===== config.mk =====
export PLATFORM = sky130hd
export DESIGN_NAME = ide_pio_timer
export DESIGN_NICKNAME = d
export VERILOG_FILES = /design/src/rtl/ide_pio_pkg.sv /design/src/rtl/ide_pio_dp.sv /design/src/rtl/ide_pio_ctrl.sv /design/src/rtl/ide_pio_timer.sv
export SDC_FILE = /design/constraint.sdc
export NUM_CORES = 1
export LEC_CHECK = 0
export ABC_AREA = 0
export CAP_MARGIN = 10
export CORE_MARGIN = 8
export CORE_UTILIZATION = 26
export DETAILED_ROUTE_END_ITERATION = 10
export GPL_TIMING_DRIVEN = 0
export SLEW_MARGIN = 20
export SYNTH_ARGS = -nofsm -noshare
export SYNTH_HDL_FRONTEND = slang
export SYNTH_SLANG_ARGS = --single-unit

===== constraint.sdc =====
create_clock -name clk -period 2.9 [get_ports clk]
set_input_delay 0.58 -clock clk [delete_from_list [all_inputs] [get_ports clk]]
set_output_delay 0.58 -clock clk [all_outputs]
set_load 0.1 [all_outputs]

===== src/rtl/ide_pio_pkg.sv =====
package ide_pio_pkg;

  typedef enum logic [1:0] {
    PH_IDLE   = 2'd0,
    PH_SETUP  = 2'd1,
    PH_ACTIVE = 2'd2,
    PH_RECOV  = 2'd3
  } phase_e;

  // strobes from control to datapath, at most one per clock
  typedef struct packed {
    logic start;       // latch timing of the requested drive, load setup count
    logic loadActive;  // load the active-phase count
    logic loadRecov;   // load the recovery count
    logic countDown;   // decrement the phase counter
  } ctl_t;

endpackage


===== src/rtl/ide_pio_dp.sv =====
module ide_pio_dp
  import ide_pio_pkg::*;
#(
  parameter int NIB_W     = 4,
  parameter int CMD_SETUP = 5,
  parameter int SEL_W     = 3
) (
  input  logic                 clk,
  input  logic                 rstN,
  input  logic                 regWrEn,
  input  logic [SEL_W-1:0]     regSel,
  input  logic [2*NIB_W-1:0]   regWrData,
  output logic [2*NIB_W-1:0]   regRdData,
  input  logic [1:0]           siliconRev,
  input  logic [1:0]           driveIdx,
  input  logic                 cmdBlock,
  input  ctl_t                 ctl,
  output logic                 cntLast
);

  localparam int REG_W     = 2 * NIB_W;
  localparam int MAX_NIB   = 1 << NIB_W;
  localparam int CNT_W     = $clog2(MAX_NIB + 2);
  localparam int NUM_SLOTS = 3;
  localparam int CMD_SEL   = 2 * NUM_SLOTS;

  logic [REG_W-1:0] addrTim [NUM_SLOTS];
  logic [REG_W-1:0] drwTim  [NUM_SLOTS];
  logic [REG_W-1:0] cmdTim;

  always_ff @(posedge clk or negedge rstN) begin
    if (!rstN) begin
      for (int i = 0; i < NUM_SLOTS; i++) begin
        addrTim[i] <= '0;
        drwTim[i]  <= '0;
      end
      cmdTim <= '0;
    end else if (regWrEn) begin
      for (int i = 0; i < NUM_SLOTS; i++) begin
        if (regSel == SEL_W'(2 * i))     addrTim[i] <= regWrData;
        if (regSel == SEL_W'(2 * i + 1)) drwTim[i]  <= regWrData;
      end
      if (regSel == SEL_W'(CMD_SEL)) cmdTim <= regWrData;
    end
  end

  always_comb begin
    regRdData = '0;
    for (int i = 0; i < NUM_SLOTS; i++) begin
      if (regSel == SEL_W'(2 * i))     regRdData = addrTim[i];
      if (regSel == SEL_W'(2 * i + 1)) regRdData = drwTim[i];
    end
    if (regSel == SEL_W'(CMD_SEL)) regRdData = cmdTim;
  end

  function automatic logic [CNT_W-1:0] nibToClk(input logic [NIB_W-1:0] n);
    return (n == '0) ? CNT_W'(MAX_NIB) : CNT_W'(n);
  endfunction

  function automatic logic [CNT_W-1:0] setupToClk(input logic [1:0] code);
    case (code)
      2'b00:   return CNT_W'(4);
      2'b10:   return CNT_W'(3);
      2'b01:   return CNT_W'(2);
      default: return CNT_W'(5);
    endcase
  endfunction

  // second channel drives share slot 2
  logic [REG_W-1:0] addrSel, drwSrc;
  logic [NIB_W-1:0] actNib, recNib;
  logic [CNT_W-1:0] setupClk, actClk, recClk;

  always_comb begin
    addrSel  = driveIdx[1] ? addrTim[2] : (driveIdx[0] ? addrTim[1] : addrTim[0]);
    drwSrc   = cmdBlock ? cmdTim :
               (driveIdx[1] ? drwTim[2] : (driveIdx[0] ? drwTim[1] : drwTim[0]));
    setupClk = cmdBlock ? CNT_W'(CMD_SETUP) : setupToClk(addrSel[REG_W-1 -: 2]);
    actNib   = drwSrc[REG_W-1 -: NIB_W];
    recNib   = drwSrc[NIB_W-1:0];
    actClk   = nibToClk(actNib);
    if (actClk == CNT_W'(1)) actClk = CNT_W'(2);
    recClk   = nibToClk(recNib);
    if (actClk > CNT_W'(3) && recNib == NIB_W'(1)) recClk = CNT_W'(2);
    if (siliconRev > 2'd1) recClk = recClk + CNT_W'(1);
  end

  logic [CNT_W-1:0] actQ, recQ, cnt;

  always_ff @(posedge clk or negedge rstN) begin
    if (!rstN) begin
      actQ <= '0;
      recQ <= '0;
      cnt  <= '0;
    end else begin
      if (ctl.start) begin
        actQ <= actClk;
        recQ <= recClk;
        cnt  <= setupClk;
      end else if (ctl.loadActive) begin
        cnt  <= actQ;
      end else if (ctl.loadRecov) begin
        cnt  <= recQ;
      end else if (ctl.countDown) begin
        cnt  <= cnt - CNT_W'(1);
      end
    end
  end

  assign cntLast = (cnt == CNT_W'(1));


  setup_min_chk: assert property (@(posedge clk) disable iff (!rstN)
    ctl.start |=> (cnt >= CNT_W'(2)));


  count_live_chk: assert property (@(posedge clk) disable iff (!rstN)
    ctl.countDown |-> (cnt >= CNT_W'(2)));


  active_min_chk: assert property (@(posedge clk) disable iff (!rstN)
    ctl.loadActive |=> (cnt >= CNT_W'(2)));

endmodule


===== src/rtl/ide_pio_ctrl.sv =====
module ide_pio_ctrl
  import ide_pio_pkg::*;
(
  input  logic clk,
  input  logic rstN,
  input  logic req,
  input  logic isWrite,
  input  logic cntLast,
  output ctl_t ctl,
  output logic rdStrobe,
  output logic wrStrobe,
  output logic busy,
  output logic done
);

  phase_e phase, phaseNext;
  logic   writeQ;

  always_comb begin
    phaseNext = phase;
    ctl       = '0;
    case (phase)
      PH_IDLE: if (req) begin
        ctl.start = 1'b1;
        phaseNext = PH_SETUP;
      end
      PH_SETUP: if (cntLast) begin
        ctl.loadActive = 1'b1;
        phaseNext      = PH_ACTIVE;
      end else ctl.countDown = 1'b1;
      PH_ACTIVE: if (cntLast) begin
        ctl.loadRecov = 1'b1;
        phaseNext     = PH_RECOV;
      end else ctl.countDown = 1'b1;
      default: if (cntLast) phaseNext = PH_IDLE;
               else ctl.countDown = 1'b1;
    endcase
  end

  always_ff @(posedge clk or negedge rstN) begin
    if (!rstN) begin
      phase  <= PH_IDLE;
      writeQ <= 1'b0;
    end else begin
      phase <= phaseNext;
      if (ctl.start) writeQ <= isWrite;
    end
  end

  assign busy     = (phase != PH_IDLE);
  assign done     = (phase == PH_RECOV) && cntLast;
  assign rdStrobe = (phase == PH_ACTIVE) && !writeQ;
  assign wrStrobe = (phase == PH_ACTIVE) && writeQ;


  strobe_excl_chk: assert property (@(posedge clk) disable iff (!rstN)
    !(rdStrobe && wrStrobe));


  done_then_idle_chk: assert property (@(posedge clk) disable iff (!rstN)
    done |=> !busy);


  busy_hold_chk: assert property (@(posedge clk) disable iff (!rstN)
    (busy && !done) |=> busy);


  active_len_chk: assert property (@(posedge clk) disable iff (!rstN)
    $fell(rdStrobe || wrStrobe) |-> $past(rdStrobe || wrStrobe, 2));


  dir_stable_chk: assert property (@(posedge clk) disable iff (!rstN)
    (wrStrobe && busy) |=> !rdStrobe);


  ctl_onehot_chk: assert property (@(posedge clk) disable iff (!rstN)
    $onehot0(ctl));

endmodule


===== src/rtl/ide_pio_timer.sv =====
module ide_pio_timer
  import ide_pio_pkg::*;
#(
  parameter int NIB_W     = 4,
  parameter int CMD_SETUP = 5
) (
  input  logic                 clk,
  input  logic                 rstN,
  input  logic                 regWrEn,
  input  logic [2:0]           regSel,
  input  logic [2*NIB_W-1:0]   regWrData,
  output logic [2*NIB_W-1:0]   regRdData,
  input  logic [1:0]           siliconRev,
  input  logic                 req,
  input  logic                 isWrite,
  input  logic [1:0]           driveIdx,
  input  logic                 cmdBlock,
  output logic                 rdStrobe,
  output logic                 wrStrobe,
  output logic                 busy,
  output logic                 done
);

  ctl_t ctl;
  logic cntLast;

  ide_pio_ctrl u_ctrl (
    .clk      (clk),
    .rstN     (rstN),
    .req      (req),
    .isWrite  (isWrite),
    .cntLast  (cntLast),
    .ctl      (ctl),
    .rdStrobe (rdStrobe),
    .wrStrobe (wrStrobe),
    .busy     (busy),
    .done     (done)
  );

  ide_pio_dp #(
    .NIB_W     (NIB_W),
    .CMD_SETUP (CMD_SETUP),
    .SEL_W     (3)
  ) u_dp (
    .clk        (clk),
    .rstN       (rstN),
    .regWrEn    (regWrEn),
    .regSel     (regSel),
    .regWrData  (regWrData),
    .regRdData  (regRdData),
    .siliconRev (siliconRev),
    .driveIdx   (driveIdx),
    .cmdBlock   (cmdBlock),
    .ctl        (ctl),
    .cntLast    (cntLast)
  );

endmodule


Word level (Yosys, flattened, before mapping)
Cells that the tools add are included.

storage, ports and cells
  bits in registers = 74
  output and inout bits = 12
  bits of input ports = 21
  logic and storage cells = 89

cells by class
  reduce and logical (&&, ||, !) cells = 21
  equal/unequal tests = 17
  add/sub/neg operators = 2
  magnitude comparators = 2
  multiplexer cells = 35

operator list
  cell                                                  number
  2-to-1 mux 8 bit                                      12
  2-to-1 mux 5 bit                                      9
  AND reduction 2 bit                                   7
  equality test 5 x 1 -> 1 bit (second input constant)  2
  equality test 3 bit (second input constant)           3
  one-hot mux 3 bit (3 select lines)                    1
  logical NOT 4 bit                                     2
  2-to-1 mux 2 bit                                      4
  2-to-1 mux 1 bit                                      7
  equality test 2 bit (second input constant)           3
  equality test 3 x 2 -> 1 bit (second input constant)  2
  one-hot mux 2 bit (3 select lines)                    1
  adder 5 x 1 -> 5 bit (second input constant)          1
  > comparator 5 x 2 -> 1 bit (second input constant)   1
  subtractor 5 x 1 -> 5 bit (second input constant)     1
  equality test 2 x 1 -> 1 bit (second input constant)  2
  equality test 4 x 1 -> 1 bit (second input constant)  1
  logical AND 1 bit                                     4
  logical NOT 2 bit                                     2
  != test 2 x 1 -> 1 bit (second input constant)        2
  AND reduction 4 bit                                   1
  nonzero test 2 bit                                    2
  nonzero test 4 bit                                    1
  equality test 3 x 1 -> 1 bit (second input constant)  1
  5 further kinds                                       5

Logic depth before layout (Yosys ltp)
  depth in word-level cells = 12
  gate-level depth with buffers = 10
  depth with buffers taken out = 9

Cells and area by module
A second synthesis with hierarchy kept.

unflattened totals
  cells, all modules = 377
  area total of the unflattened synthesis = 4,156.5 um^2

modules (own cells, without submodules)
  module        area an instance (um^2)  cells an instance  seq. area each (um^2)  times used
  ide_pio_dp    3,908.7                  354                1,776.7                1
  ide_pio_ctrl  247.7                    23                 75.1                   1

Worst setup path before layout
No wires, ideal clock.

  path type = input to output
  start = input port regSel[0]
  end = output port regRdData[0]
  cell stages on the path = 4
  required time = 2.320 ns
  buffers on the path = 1
  arrival = 2.753 ns
  path slack = -0.433 ns
  cells stage by stage = buf_1 > nor2b_1 > a21oi_1 > o221ai_1

on the way
  longest elaborated chain between the ends = 8
  elaborated cells on any way between the ends = 14
  classes of those cells = eq/ne (6); mux (7); reduce/logical (1)

ends and longest elaborated chain
  what                  RTL line             text
  start, declared       ide_pio_timer.sv:10  input logic [2:0] regSel,
  logical NOT 3 bit     ide_pio_dp.sv:50     if (regSel == SEL_W'(2 * i)) regRdData = addrTim[i];
  2-to-1 mux 8 bit      ide_pio_dp.sv:50
  2-to-1 mux 8 bit      ide_pio_dp.sv:51     if (regSel == SEL_W'(2 * i + 1)) regRdData = drwTim[i];
  2-to-1 mux 8 bit      ide_pio_dp.sv:50
  2-to-1 mux 8 bit      ide_pio_dp.sv:51
  2-to-1 mux 8 bit      ide_pio_dp.sv:50
  2-to-1 mux 8 bit      ide_pio_dp.sv:51
  2-to-1 mux 8 bit (*)  ide_pio_dp.sv:53     if (regSel == SEL_W'(CMD_SEL)) regRdData = cmdTim;
  end, declared         ide_pio_timer.sv:12  output logic [2*NIB_W-1:0] regRdData,

Every way passes the cells marked *; elsewhere a longest branch is shown, timed or not.

Worst setup path after layout
  start = input port regSel[0]
  end = output port regRdData[6]

The elaborated chain is that of the path after synthesis.

==> impl_metrics.py <==
metrics = {
    "status": {
        "status": "finished, final reports clean",
    },
    "synth": {
        "synth_cell_types": 50,
        "synth_seq_area_share_pct": 44.86,
        "netlist_top_cells_count": "dfrtp_1, mux2_2, nand2_1, mux2i_1, a21oi_1",
        "synthArstFlopShare_pct": 100.0,
        "netlist_instances": 366,
        "synth_edf_count": 0,
        "ys.flop_type": "dfrtp_1",
        "yosysTopAreaCellShare_pct": 44.86,
        "ys_ff_latch": 74,
        "syn_area_um2": 4128,
        "syn_avg_cell_area_um2": 11.28,
        "synthTopCellsByArea": "dfrtp_1, mux2_2, mux2i_1",
        "yosysTopAreaCell": "dfrtp_1",
        "synth_nets": 398,
        "ys_warn_count": 0,
        "synthMostInstantiatedCell": "dfrtp_1",
    },
    "cells_and_area": {
        "fin_cells": 631,
        "postLayoutCoreUtil_pct": 32.41,
        "antenna_cells": 0,
        "drive_above_1_share_pct": 29.16,
        "fill_cells": 1574,
        "register_area_um2": 1852,
        "multiInputGateArea_um2": 2188,
        "area_growth_syn_to_layout_pct": 23.37,
        "finalNetCount": 442,
    },
    "floorplanning": {
        "core_area_um2": 15710,
        "rows": 46,
        "ios": 33,
        "start_util_pct": 26.27,
        "die_w_um": 142,
        "die-area_um2": 20160,
        "die_h_um": 142,
    },
    "critical_path": {
        "max_stage_delay_ns": 0.57,
        "endpoint_kind": "output pin",
        "worst-path-buf-inv": 4,
        "critical-path-top-delay-family": "buffers and inverters",
        "crit_slowest_cell": "clkdlybuf4s50_1",
        "cp.arrival_ns": 2.19,
        "crit_required_ns": 2.32,
        "crit_path_start_kind": "input pin",
        "crit_chain": "clkdlybuf4s50_1 > buf_6 > clkbuf_4 > nor2_1 > a21oi_1 > a21oi_2 > buf_4",
        "crit_type": "input pin to output pin",
        "path_max_fanout": 10,
    },
    "pwr": {
        "p_sw_share_pct": 35.98,
        "internal_power_w": 0.002710,
        "p_clk_share_pct": 28.3,
        "switchingPower_w": 0.001523,
        "power_density_nw_per_um2": 831.1,
        "total_power_w": 0.004233,
        "leakage_nw": 2.155,
        "combPwrFrac_pct": 34.5,
        "ir_drop_v": 0.0004402,
        "seq_power_share_pct": 37.1,
    },
    "clocking": {
        "cts_tree": "yes",
        "cts_sinks": 74,
        "cts-root-buf": "clkbuf_16",
        "htree_levels": 3,
        "cts_made_buffers": 9,
        "ctsLongestPathBuffers": 2,
        "clk_latency_ns": 0.34,
        "cts_hold_buf": 0,
        "clk_pin_slew_ns": 0.06,
    },
    "global_routing": {
        "grt_use_total_pct": 10.93,
        "grt_pass1_vias": 3323,
        "grt_max_degree": 44,
        "antenna_found_initial": 0,
        "grt_pass1_wl_mm": 17.23,
        "gr-total-overflow": 0,
    },
    "flow_run": {
        "maxCapViolCount": 0,
    },
    "routing": {
        "vias": 3021,
        "drt-vias-per-instance": 4.788,
        "avgRoutedWirePerCell_um": 16.64,
        "drc": 0,
        "ant_nets": 0,
        "drtIter0Drc": 186,
        "dr.pass1.iters": 4,
        "wl_mm": 10.50,
    },
    "sta": {
        "period_share_pct": 95.62,
        "slew_viol_final": 0,
        "rsz0062_at_grt": "false",
        "fmax_ghz": 0.3606,
        "holdWs_ns": 0.1789,
        "finalSetupViolations": 0,
        "relSlewSlack_pct": 31.63,
        "fin_skew_ns": 0.007925,
        "min_period_ns": 2.773,
        "fin_ws_ns": 0.1269,
        "worst_pin_slew_ns": 1.022,
        "finalHoldViolCount": 0,
    },
    "hold_path": {
        "hp-class": "input pin to async pin",
    },
    "place": {
        "portBuffers": 29,
        "dp_hpwl_mm": 7.544,
        "dp_cells": 612,
        "gp_congestion": 0.8063,
        "place_ws_ns": -1.335,
    },
}
flip-flops by register name, indices dropped and copies added, names as in the netlist:
register	cells
u_dp.addrTim	24
u_ctrl.phase	2
u_ctrl.writeQ	1
u_dp.cmdTim	8
u_dp.drwTim	24
u_dp.actQ	5
u_dp.recQ	5
u_dp.cnt	5
power by group through the flow:
stage	clock network, W	registers, W	logic (W)
CTS	0.00122	0.00157	0.00146
floorplan	0	0.00151	0.00113
global route	0.00126	0.00161	0.00161
detailed placement	0	0.00159	0.00145
global placement	0	0.00156	0.00141
finish	0.00120	0.00157	0.00146
cells by family (layout without fill, tap and decap cells):
family / Yosys count / after routing / share of synthesized area [%]
buffers and inverters: 26 / 75 / 2.789
AO/OA/AOI/OAI: 73 / 73 / 11.31
AND/OR/NAND/NOR: 84 / 84 / 10.55
adder cells (fa/ha/maj): 11 / 11 / 3.334
flip-flops: 74 / 74 / 44.86
XOR/XNOR: 5 / 5 / 1.061
multiplexers: 93 / 93 / 26.10
worst reg2reg max path: cells and delay by family (launching register included):
| family | cells | cell delay [ns] |
|---|---|---|
| adders and majority gates | 1 | 0.14 |
| DFF | 1 | 0.39 |
| buffers and inverters | 1 | 0.09 |
| AOI/OAI and AO/OA | 2 | 0.36 |
| and+or+nand+nor | 2 | 0.70 |
| muxes | 1 | 0.32 |
metrics by stage:
step                setup TNS, ns  area [um^2]
floorplan                       0         4150
global placement          -107.43         4711
detailed placement         -10.80         4728
CTS                             0         5080
global route                    0         5092
finish                          0         5092
cell type report:
| cell class | count | area share [%] |
|---|---|---|
| Inverter | 12 | 0.8845 |
| Clock inverter | 6 | 1.769 |
| Tap cell | 216 | 5.307 |
| Clock buffer | 10 | 4.496 |
| Sequential cell | 74 | 36.36 |
| Multi-Input combinational cell | 266 | 42.97 |
| Buffer | 14 | 1.794 |
| Timing Repair Buffer | 33 | 6.413 |
routing by layer:
metal | GRT usage [%] | up-vias | part of all wire (%)
met1 | 14.28 | 1523 | 47
met4 | 3.505 | 0 | 1.3
met2 | 17.04 | 76 | 47
met3 | 3.086 | 10 | 4.5
li1 | - | 1412 | -
met5 | 0 | - | 0
layout by cell type, fill, tap and decap left out, types with 5 or more instances in the layout:
cell type,count
dfrtp_1,74
mux2_2,60
nand2_1,37
mux2i_1,21
a21oi_1,19
o21ai_0,17
clkdlybuf4s50_1,15
nor2_1,13
inv_1,12
ha_1,11
buf_6,10
clkbuf_16,9
nor2b_1,8
mux2_1,7
buf_4,5
buf_2,5
mux4_2,5
a211oi_1,5
path summary, 6_finish.rpt:
kind                                          start                           end  slack (ns)  cells past startpoint
min in group clk           u_dp.actQ[2]$_DFFE_PN0P_      u_dp.actQ[2]$_DFFE_PN0P_        0.49                      2
max reg2reg                 u_dp.cnt[1]$_DFFE_PN0P_       u_dp.cnt[4]$_DFFE_PN0P_        0.78                      7
max in group asynchronous                      rstN  u_dp.addrTim[16]$_DFFE_PN0P_        2.14                      2
max                                       regSel[0]                  regRdData[6]        0.13                      7
min reg2reg                u_dp.actQ[2]$_DFFE_PN0P_      u_dp.actQ[2]$_DFFE_PN0P_        0.49                      2
min                                            rstN     u_ctrl.writeQ$_DFFE_PN0P_        0.18                      1
what timing repair did:
action / 4_1_cts / 5_1_grt
endpoints found under the setup margin: 12 / 8
cloned: 1 / 0
gates resized for setup: 67 / 10
setup buffers: 2 / 0
No activity file was read; power rests on OpenSTA's default activity.
